===== src/rtl/dbg_pkg.sv =====
package dbg_pkg;

    // Phase of one edge-delay path
    typedef enum logic [1:0] {
        PH_LOW  = 2'd0,
        PH_WAIT = 2'd1,
        PH_HIGH = 2'd2
    } dly_phase_e;

    // Registered state of the output stage
    typedef struct packed {
        logic live;
        logic en;
        logic x;
    } stage_t;

endpackage


===== src/rtl/dbg_edge_delay.sv =====
// Holds back the rising edge of one signal by a latched count; falling
// edges pass after the single pipeline register.
module dbg_edge_delay #(
    parameter int DLY_W = 10
) (
    input  logic             clk,
    input  logic             rst_n,
    input  logic             sig_in,
    input  logic [DLY_W-1:0] dly,
    output logic             sig_out
);
    import dbg_pkg::*;

    typedef struct packed {
        dly_phase_e       ph;
        logic [DLY_W-1:0] cnt;
    } ed_state_t;

    localparam logic [DLY_W-1:0] ONE = DLY_W'(1);

    ed_state_t st_d, st_q;

    always_comb begin
        st_d = st_q;
        unique case (st_q.ph)
            PH_LOW: begin
                if (sig_in) begin
                    if (dly == '0) begin
                        st_d.ph  = PH_HIGH;
                        st_d.cnt = '0;
                    end else begin
                        st_d.ph  = PH_WAIT;
                        st_d.cnt = dly;
                    end
                end
            end
            PH_WAIT: begin
                if (!sig_in) begin
                    st_d.ph  = PH_LOW;
                    st_d.cnt = '0;
                end else if (st_q.cnt == ONE) begin
                    st_d.ph  = PH_HIGH;
                    st_d.cnt = '0;
                end else begin
                    st_d.cnt = st_q.cnt - ONE;
                end
            end
            PH_HIGH: begin
                if (!sig_in) begin
                    st_d.ph = PH_LOW;
                end
            end
            default: begin
                st_d.ph  = PH_LOW;
                st_d.cnt = '0;
            end
        endcase
    end

    always_ff @(posedge clk or negedge rst_n) begin
        if (!rst_n) begin
            st_q.ph  <= PH_LOW;
            st_q.cnt <= '0;
        end else begin
            st_q <= st_d;
        end
    end

    assign sig_out = (st_q.ph == PH_HIGH);

    // A low input always ends the path at the next edge
    p_drop_fast_r2: assert property (@(posedge clk) disable iff (!rst_n)
        !sig_in |=> (st_q.ph == PH_LOW));

    // Zero delay reaches high on the very next edge
    p_zero_pass_r4: assert property (@(posedge clk) disable iff (!rst_n)
        (st_q.ph == PH_LOW && sig_in && dly == '0) |=> (st_q.ph == PH_HIGH));

    // A running countdown steps by one regardless of the dly input
    p_count_step_r7: assert property (@(posedge clk) disable iff (!rst_n)
        (st_q.ph == PH_WAIT && sig_in && st_q.cnt > ONE)
            |=> (st_q.ph == PH_WAIT && st_q.cnt == $past(st_q.cnt) - ONE));

    // Waiting implies a nonzero count remains
    p_wait_nonzero_r5: assert property (@(posedge clk) disable iff (!rst_n)
        (st_q.ph == PH_WAIT) |-> (st_q.cnt != '0));

endmodule


===== src/rtl/dbg_out_stage.sv =====
// Registers the bypass path and enable, then selects delayed or bypass drive.
module dbg_out_stage (
    input  logic clk,
    input  logic rst_n,
    input  logic en,
    input  logic x,
    input  logic a_dly,
    input  logic b_dly,
    output logic a,
    output logic b
);
    import dbg_pkg::*;

    stage_t sg_d, sg_q;

    always_comb begin
        sg_d      = sg_q;
        sg_d.live = 1'b1;
        sg_d.en   = en;
        sg_d.x    = x;
    end

    always_ff @(posedge clk or negedge rst_n) begin
        if (!rst_n) begin
            sg_q <= '0;
        end else begin
            sg_q <= sg_d;
        end
    end

    always_comb begin
        a = 1'b0;
        b = 1'b0;
        if (sg_q.live) begin
            if (sg_q.en) begin
                a = a_dly;
                b = b_dly;
            end else begin
                a = sg_q.x;
                b = !sg_q.x;
            end
        end
    end

endmodule


===== src/rtl/deadband_gen.sv =====
module deadband_gen #(
    parameter int DLY_W = 10
) (
    input  logic             clk,
    input  logic             rst_n,
    input  logic             en,
    input  logic             pwm_in,
    input  logic [DLY_W-1:0] rise_dly,
    input  logic [DLY_W-1:0] fall_dly,
    output logic             out_a,
    output logic             out_b
);
    localparam int N_PATH = 2;

    logic             path_src [N_PATH];
    logic [DLY_W-1:0] path_dly [N_PATH];
    logic             path_out [N_PATH];

    // Path 0 delays the input's rise (drive A); path 1 delays its fall (drive B)
    assign path_src[0] = pwm_in;
    assign path_src[1] = !pwm_in;
    assign path_dly[0] = rise_dly;
    assign path_dly[1] = fall_dly;

    for (genvar g = 0; g < N_PATH; g++) begin : g_path
        dbg_edge_delay #(.DLY_W(DLY_W)) u_dly (
            .clk    (clk),
            .rst_n  (rst_n),
            .sig_in (path_src[g]),
            .dly    (path_dly[g]),
            .sig_out(path_out[g])
        );
    end

    dbg_out_stage u_out (
        .clk  (clk),
        .rst_n(rst_n),
        .en   (en),
        .x    (pwm_in),
        .a_dly(path_out[0]),
        .b_dly(path_out[1]),
        .a    (out_a),
        .b    (out_b)
    );

    p_no_overlap_r6: assert property (@(posedge clk) disable iff (!rst_n)
        !(out_a && out_b));

    p_bypass_r8: assert property (@(posedge clk) disable iff (!rst_n)
        !en |=> (out_a == $past(pwm_in) && out_b == !$past(pwm_in)));

    p_a_needs_high_r2: assert property (@(posedge clk) disable iff (!rst_n)
        (en && !pwm_in) |=> !out_a);

    p_b_needs_low_r3: assert property (@(posedge clk) disable iff (!rst_n)
        (en && pwm_in) |=> !out_b);

endmodule


===== config.mk =====
export PLATFORM = sky130hd
export DESIGN_NAME = deadband_gen
export DESIGN_NICKNAME = d
export VERILOG_FILES = /design/src/rtl/dbg_pkg.sv /design/src/rtl/dbg_edge_delay.sv /design/src/rtl/dbg_out_stage.sv /design/src/rtl/deadband_gen.sv
export SDC_FILE = /design/constraint.sdc
export NUM_CORES = 1
export LEC_CHECK = 0
export ABC_AREA = 1
export CAP_MARGIN = 25
export CELL_PAD_IN_SITES_DETAIL_PLACEMENT = 1
export CELL_PAD_IN_SITES_GLOBAL_PLACEMENT = 1
export CORE_MARGIN = 5
export CORE_UTILIZATION = 45
export DETAILED_ROUTE_END_ITERATION = 12
export DONT_BUFFER_PORTS = 1
export GPL_TIMING_DRIVEN = 0
export HOLD_SLACK_MARGIN = 0.02
export PLACE_DENSITY_LB_ADDON = 0.08
export SYNTH_ARGS = -nofsm -noshare
export SYNTH_HDL_FRONTEND = slang
export SYNTH_HIERARCHICAL = 1
export SYNTH_SLANG_ARGS = --single-unit

===== constraint.sdc =====
create_clock -name clk -period 1.5 [get_ports clk]
set_input_delay 0.075 -clock clk [delete_from_list [all_inputs] [get_ports clk]]
set_output_delay 0.075 -clock clk [all_outputs]
set_load 0.01 [all_outputs]

==> reports/results.tsv, run 1 <==
metric	value	unit
Min Hold Slack	0.0277	ns
Worst EP required	1.67	ns
TritonCTS clock tree	built	
die width	76.0	um
power per cell area	2000	nW/um2
fin. max-slew vios	0	
critical path peak fanout	5	
CP max stage cell	dfrtp_1	
antenna cells	0	
worst slew pin tran	0.636	ns
Tmin final	1.49	ns
Layout Skew	0.00223	ns
Post-layout nets	342	
Hold Path End	g_path[1].u_dly/st_q[7]	
Min-Delay Path Depth	4	
HPWL after DPL	3880	um
total gr overflow	0	
number of remaining DRC errors	0	
setup_tns	0	ns
Unique masters post-synth	24	
Post-Syn Nets	317	
HP Class	input pin to register	
Fmax	673	MHz
R2R Setup Slk	0.01	ns
vias in the first global route	1993	
drt via density	5.22	
Via Count	1906	
Die Height	76.0	um
Row Count	24	
status	finished, final reports clean	
Max clock buf depth	2	
Global Route Usage Sum	19.7	%
DRT Pass-1 Iters	4	
Num CTS Buffers	3	
initial core utilization	45.6	%
CP startpoint kind	register	
CTS sink cnt	27	
Avg Cell Area, Syn	6.78	um2
initial antenna violation count	0	
PortBufs	0	
area of the die	5770	um2
kind of critical path	register to register	
CP bufs+invs	2	
layout cells sized above 1	21.1	%
initial DRC count	74	
unrepaired setup endpoints after global routing	true	
Worst Setup End Kind	register	
WP data arrival	1.66	ns
setup violators final	0	
Worst Reg2Reg Path Length in Cells	11	
placed instance area	2020	um2
Syn Inst Count	289	
Yosys reg bits	27	
Final Cycle Share	99.1	%
CORE AREA	4290	um2
Leak	1.17	nW
first-pass GRT wire length	9360	um
sequential area share after synthesis	34.5	%
final design instance area without fill	2310	um2
Clock Latency Late Sink	0.27	ns
Slew HR	57.2	%
Detail Route Antenna Nets	0	
Synth Warn #	6	
reg2reg start	g_path[0].u_dly/st_q[1]	
CTS clk-pin slew, worst paths	0.10	ns
Post-Route WL	5870	um
MaxCap Viol Count	0	
Root Buffer	clkbuf_8	
CP Cell Sequence	inv_2, ha_4, inv_2, nor2_4, nand3_2, nor2_4, nor2_4, nand2_1, o21ai_1, nand2_1, nand2_1	
capturing point of the worst reg2reg path	g_path[0].u_dly/st_q[3]	
Final Wtd Congestion	0.814	
largest net degree at the start of global routing	28	
VDD IR-drop max	0.941	mV
Post-Synthesis Cell Area	1960	um2
CTS H-tree depth	1	
Hold Fails Final Rpt	0	
area grow syn2layout	18.1	%
Avg WL per Cell	16.1	um
Top delay family on crit path	simple AND/OR/NAND/NOR gates	
Hold Path Origin	fall_dly[7]	
slowest stage delay, CP	0.40	ns
I/O pin count	26	
==> state kept, by name, summed over array words and instances (netlist names) <==
name,flops
u_out/sg_q,3
g_path.u_dly/st_q,24
==> per-stage QoR <==
stage          total power [mW]  cells  util [%]  setup slack (ns)
2_1_floorplan              3.30    289         -             0.198
3_5_place_dp               3.90    341      47.1           0.00802
3_3_place_gp               3.82    341      47.1         0.0000159
6_report                   4.64    365      53.9            0.0142
4_1_cts                    4.42    358      51.4           0.00572
5_1_grt                    5.08    365      53.9           -0.0922
==> kinds of logic (layout without fill, tap and decap cells) <==
family                   count (synthesis)  after routing  synth area share [%]
AND/OR/NAND/NOR                        195            197                  46.5
buffers and inverters                   37             59                  7.86
flip-flops                              27             27                  34.5
AO/OA/AOI/OAI                           19             19                  5.75
XOR/XNOR                                 6              6                  2.68
adder cells (fa/ha/maj)                  4              4                  2.56
other                                    1              1                 0.192
==> power breakdown <==
group / switching [mW] / internal, mW
Sequential: 0.356 / 1.03
Combinational: 1.83 / 0.994
Clock: 0.238 / 0.191
Total: 2.43 / 2.21
==> area by class of cell <==
class / count / area, um2
fill: 582 / 1980
multi-input combinational: 227 / 1200
sequential: 27 / 677
timing repair buffer: 18 / 175
inverter: 35 / 131
tap: 52 / 65.1
clock buffer: 4 / 45.0
buffer: 2 / 22.5
==> cell usage in the layout, fill, tap and decap left out, types with 2 or more instances in the layout <==
| master | instances |
|---|---|
| inv_2 | 9 |
| nor2_1 | 13 |
| nor4_1 | 2 |
| nor2_2 | 10 |
| dlygate4sd3_1 | 11 |
| nand3_2 | 7 |
| buf_6 | 2 |
| clkbuf_8 | 3 |
| xnor2_1 | 2 |
| dfrtp_1 | 26 |
| buf_4 | 6 |
| ha_2 | 2 |
| nand2_1 | 123 |
| xor2_1 | 4 |
| o21ai_1 | 8 |
| nor3_1 | 2 |
| nand3_1 | 19 |
| inv_1 | 26 |
| nor2_4 | 13 |
| o22ai_1 | 2 |
| o21ai_0 | 4 |
| or2_2 | 2 |
| nand4_1 | 2 |
| o21ai_2 | 4 |
| nand2_2 | 4 |
==> tightest hold or removal path, cell delays in order <==
cell	delay, ns
nand2_1	0.04
nand2_1	0.06
nand2_1	0.05
nand2_1	0.05
==> routing by layer <==
metal,routed length (um),track usage (%)
met1,2410,22.2
met2,3310,37.9
met3,95,2.49
met4,66,5.34
met5,0,0
==> cell usage after synthesis <==
master / n / share of area (%)
a21oi_1: 1 / 0.26
buf_6: 2 / 1.2
conb_1: 1 / 0.19
dfrtp_1: 27 / 35
ha_1: 4 / 2.6
inv_1: 31 / 5.9
inv_2: 4 / 0.77
nand2_1: 124 / 24
nand2_2: 3 / 0.96
nand3_1: 20 / 5.1
nand3_2: 6 / 3.1
nand4_1: 2 / 0.64
nor2_1: 18 / 3.5
nor2_2: 6 / 1.9
nor2_4: 10 / 5.8
nor3_1: 2 / 0.51
nor4_1: 2 / 0.64
o21ai_0: 4 / 1.0
o21ai_1: 8 / 2.0
o21ai_2: 4 / 1.8
o22ai_1: 2 / 0.64
or2_2: 2 / 0.64
xnor2_1: 2 / 0.89
xor2_1: 4 / 1.8
==> how the worst max path moves through the flow <==
stage / start / slack, ns / depth (start not counted) / end
finish: g_path[0].u_dly/st_q[1] / 0.01 / 11 / g_path[0].u_dly/st_q[3]
global route: g_path[0].u_dly/st_q[1] / -0.09 / 11 / g_path[0].u_dly/st_q[3]
CTS: g_path[0].u_dly/st_q[11] / 0.006 / 4 / out_a
detailed placement: g_path[0].u_dly/st_q[1] / 0.008 / 11 / g_path[0].u_dly/st_q[3]
global placement: g_path[0].u_dly/st_q[1] / 0.00002 / 11 / g_path[0].u_dly/st_q[6]
floorplan: g_path[1].u_dly/st_q[1] / 0.20 / 11 / g_path[1].u_dly/st_q[4]
==> timing repair <==
item,CTS,global route
setup endpoints to repair,4,21
hold buffers,12,0
hold endpoints to repair,39,0
gates resized for setup,1,20
cloned,0,2
pin swaps,1,7
setup buffers,1,5
Note: power is estimated with default switching activity, not from simulation.
==> inputs of run 2 (changes only) <==
--- a/config.mk
+++ b/config.mk
@@ -11,11 +11,13 @@
 export CELL_PAD_IN_SITES_GLOBAL_PLACEMENT = 1
 export CORE_MARGIN = 5
 export CORE_UTILIZATION = 45
+export CTS_CLUSTER_DIAMETER = 200
 export DETAILED_ROUTE_END_ITERATION = 12
 export DONT_BUFFER_PORTS = 1
 export GPL_TIMING_DRIVEN = 0
 export HOLD_SLACK_MARGIN = 0.02
 export PLACE_DENSITY_LB_ADDON = 0.08
+export REMOVE_ABC_BUFFERS = 1
 export SYNTH_ARGS = -nofsm -noshare
 export SYNTH_HDL_FRONTEND = slang
 export SYNTH_HIERARCHICAL = 1
==> run 2 against run 1 <==
Against the previous run:
- the flow now finishes with violations (setup timing)
- global-route usage decreased by 1.3 points
- worst setup slack got worse by 0.017 ns
- first-iteration DRC count decreased by 16%
- sequential power about the same
- via count decreased by 1.7%
==> reports/results.tsv, run 2 (synthesis gave the netlist of run 1 again) <==
metric	value	unit
Worst Reg2Reg Path Length in Cells	11	
Final Wtd Congestion	0.850	
TritonCTS clock tree	built	
Layout Skew	0.00233	ns
die width	76.0	um
CTS sink cnt	27	
Min Hold Slack	0.0196	ns
VDD IR-drop max	0.733	mV
total gr overflow	0	
I/O pin count	26	
placed instance area	2000	um2
Leak	1.17	nW
initial DRC count	62	
layout cells sized above 1	22.4	%
Post-Route WL	5410	um
critical path peak fanout	5	
capturing point of the worst reg2reg path	g_path[1].u_dly/st_q[2]	
reg2reg start	g_path[1].u_dly/st_q[1]	
Via Count	1873	
Hold Path Origin	rise_dly[6]	
number of fillers in the final layout	564	
setup_tns	-0.00246	ns
initial core utilization	45.6	%
Detail Route Antenna Nets	0	
setup violators final	1	
power per cell area	2020	nW/um2
Reg area	677	um2
initial antenna violation count	0	
Final Power	4.69	mW
CTS H-tree depth	1	
pre-CTS setup slack	0.0105	ns
Max clock buf depth	2	
fin. max-slew vios	0	
CORE AREA	4290	um2
Fmax	666	MHz
Row Count	24	
kind of critical path	register to register	
unrepaired setup endpoints after global routing	true	
Worst Slack Setup Final	-0.00246	ns
Final Util	54.2	%
Die Height	76.0	um
Top Registers	g_path.u_dly/st_q (24), u_out/sg_q (3)	
WP data arrival	1.67	ns
Avg WL per Cell	14.8	um
antenna cells	0	
number of remaining DRC errors	0	
post-route insts no fill	365	
Num CTS Buffers	3	
CP startpoint kind	register	
HPWL after DPL	3890	um
final design instance area without fill	2330	um2
vias in the first global route	1941	
area of the die	5770	um2
largest net degree at the start of global routing	28	
PortBufs	0	
Worst Setup End Kind	register	
Worst Setup SP	g_path[1].u_dly/st_q[1]	
Final Cycle Share	100	%
Hold Path End	g_path[0].u_dly/st_q[6]	
failing checks	setup timing	
Global Route Usage Sum	18.4	%
status	complete, but fails checks	
Largest register FFs	24	
Clock Latency Late Sink	0.27	ns
CTS clk-pin slew, worst paths	0.09	ns
leading cell type in the layout, fill and taps excluded	nand2_1	
multi-input logic area	1220	um2
Top reg by flops	g_path.u_dly/st_q	
drt via density	5.13	
dpl cells	339	
Post-layout nets	342	
area grow syn2layout	18.8	%
first-pass GRT wire length	8870	um
Min-Delay Path Depth	4	
HP Class	input pin to register	
most frequent cells in the layout	121 x nand2_1, 28 x inv_1, 26 x dfrtp_1	
R2R Setup Slk	-0.002	ns
Root Buffer	clkbuf_8	
Tmin final	1.50	ns
Worst EP required	1.67	ns
DRT Pass-1 Iters	4	
Hold Fails Final Rpt	0	
MaxCap Viol Count	0	
## run 2: cell count changes in the layout (fill, tap and decap cells not counted), sizes merged
cell         delta
buf             +2
dlygate4sd3     -2
## run 2: layout make-up
type                       instances  area share [%]
clock buffer                       4            1.94
multi-input combinational        227            52.6
inverter                          35            5.65
tap                               52            2.80
timing repair buffer              20            7.96
sequential                        27            29.1
## run 2: worst max-delay path by stage
stage	slack (ns)	depth (start not counted)	end
after floorplan	0.19	11	g_path[0].u_dly/st_q[4]
after global placement	0.05	11	g_path[1].u_dly/st_q[4]
after detailed placement	0.01	7	g_path[1].u_dly/st_q[7]
after CTS	0.005	7	g_path[1].u_dly/st_q[7]
after global routing	-0.09	11	g_path[1].u_dly/st_q[2]
final	-0.002	11	g_path[1].u_dly/st_q[2]
## run 2: what timing repair did
| action | CTS | global route |
|---|---|---|
| buffers inserted | 0 | 10 |
| gates resized for setup | 3 | 21 |
| hold buffers | 10 | 0 |
| pin swaps | 0 | 20 |
| setup endpoints to repair | 6 | 21 |
| gates cloned | 0 | 2 |
| hold endpoints to repair | 37 | 0 |
## run 2: metal layers
metal	vias up	part of all wire, %	global-route usage (%)
met2	18	54	34.9
met4	0	1.0	3.74
met1	902	43	21.7
met3	4	1.9	2.37
li1	949	-	-
met5	-	0	0
## run 2: worst max-delay path, cell delays in order, from the launching register on
cell	delay, ns
dfrtp_1	0.42
inv_2	0.10
ha_4	0.13
inv_2	0.04
nor2_2	0.10
nand3_2	0.08
nor2_4	0.19
nor2_4	0.09
nand2_1	0.07
o21ai_1	0.06
nand2_1	0.07
nand2_1	0.05
## run 2: power breakdown
group	leakage [nW]	total [mW]	switching [mW]	internal (mW)
sequential	0.339	1.38	0.354	1.03
combinational	0.805	2.89	1.82	1.07
clock	0.0228	0.418	0.228	0.190
total	1.17	4.69	2.41	2.29
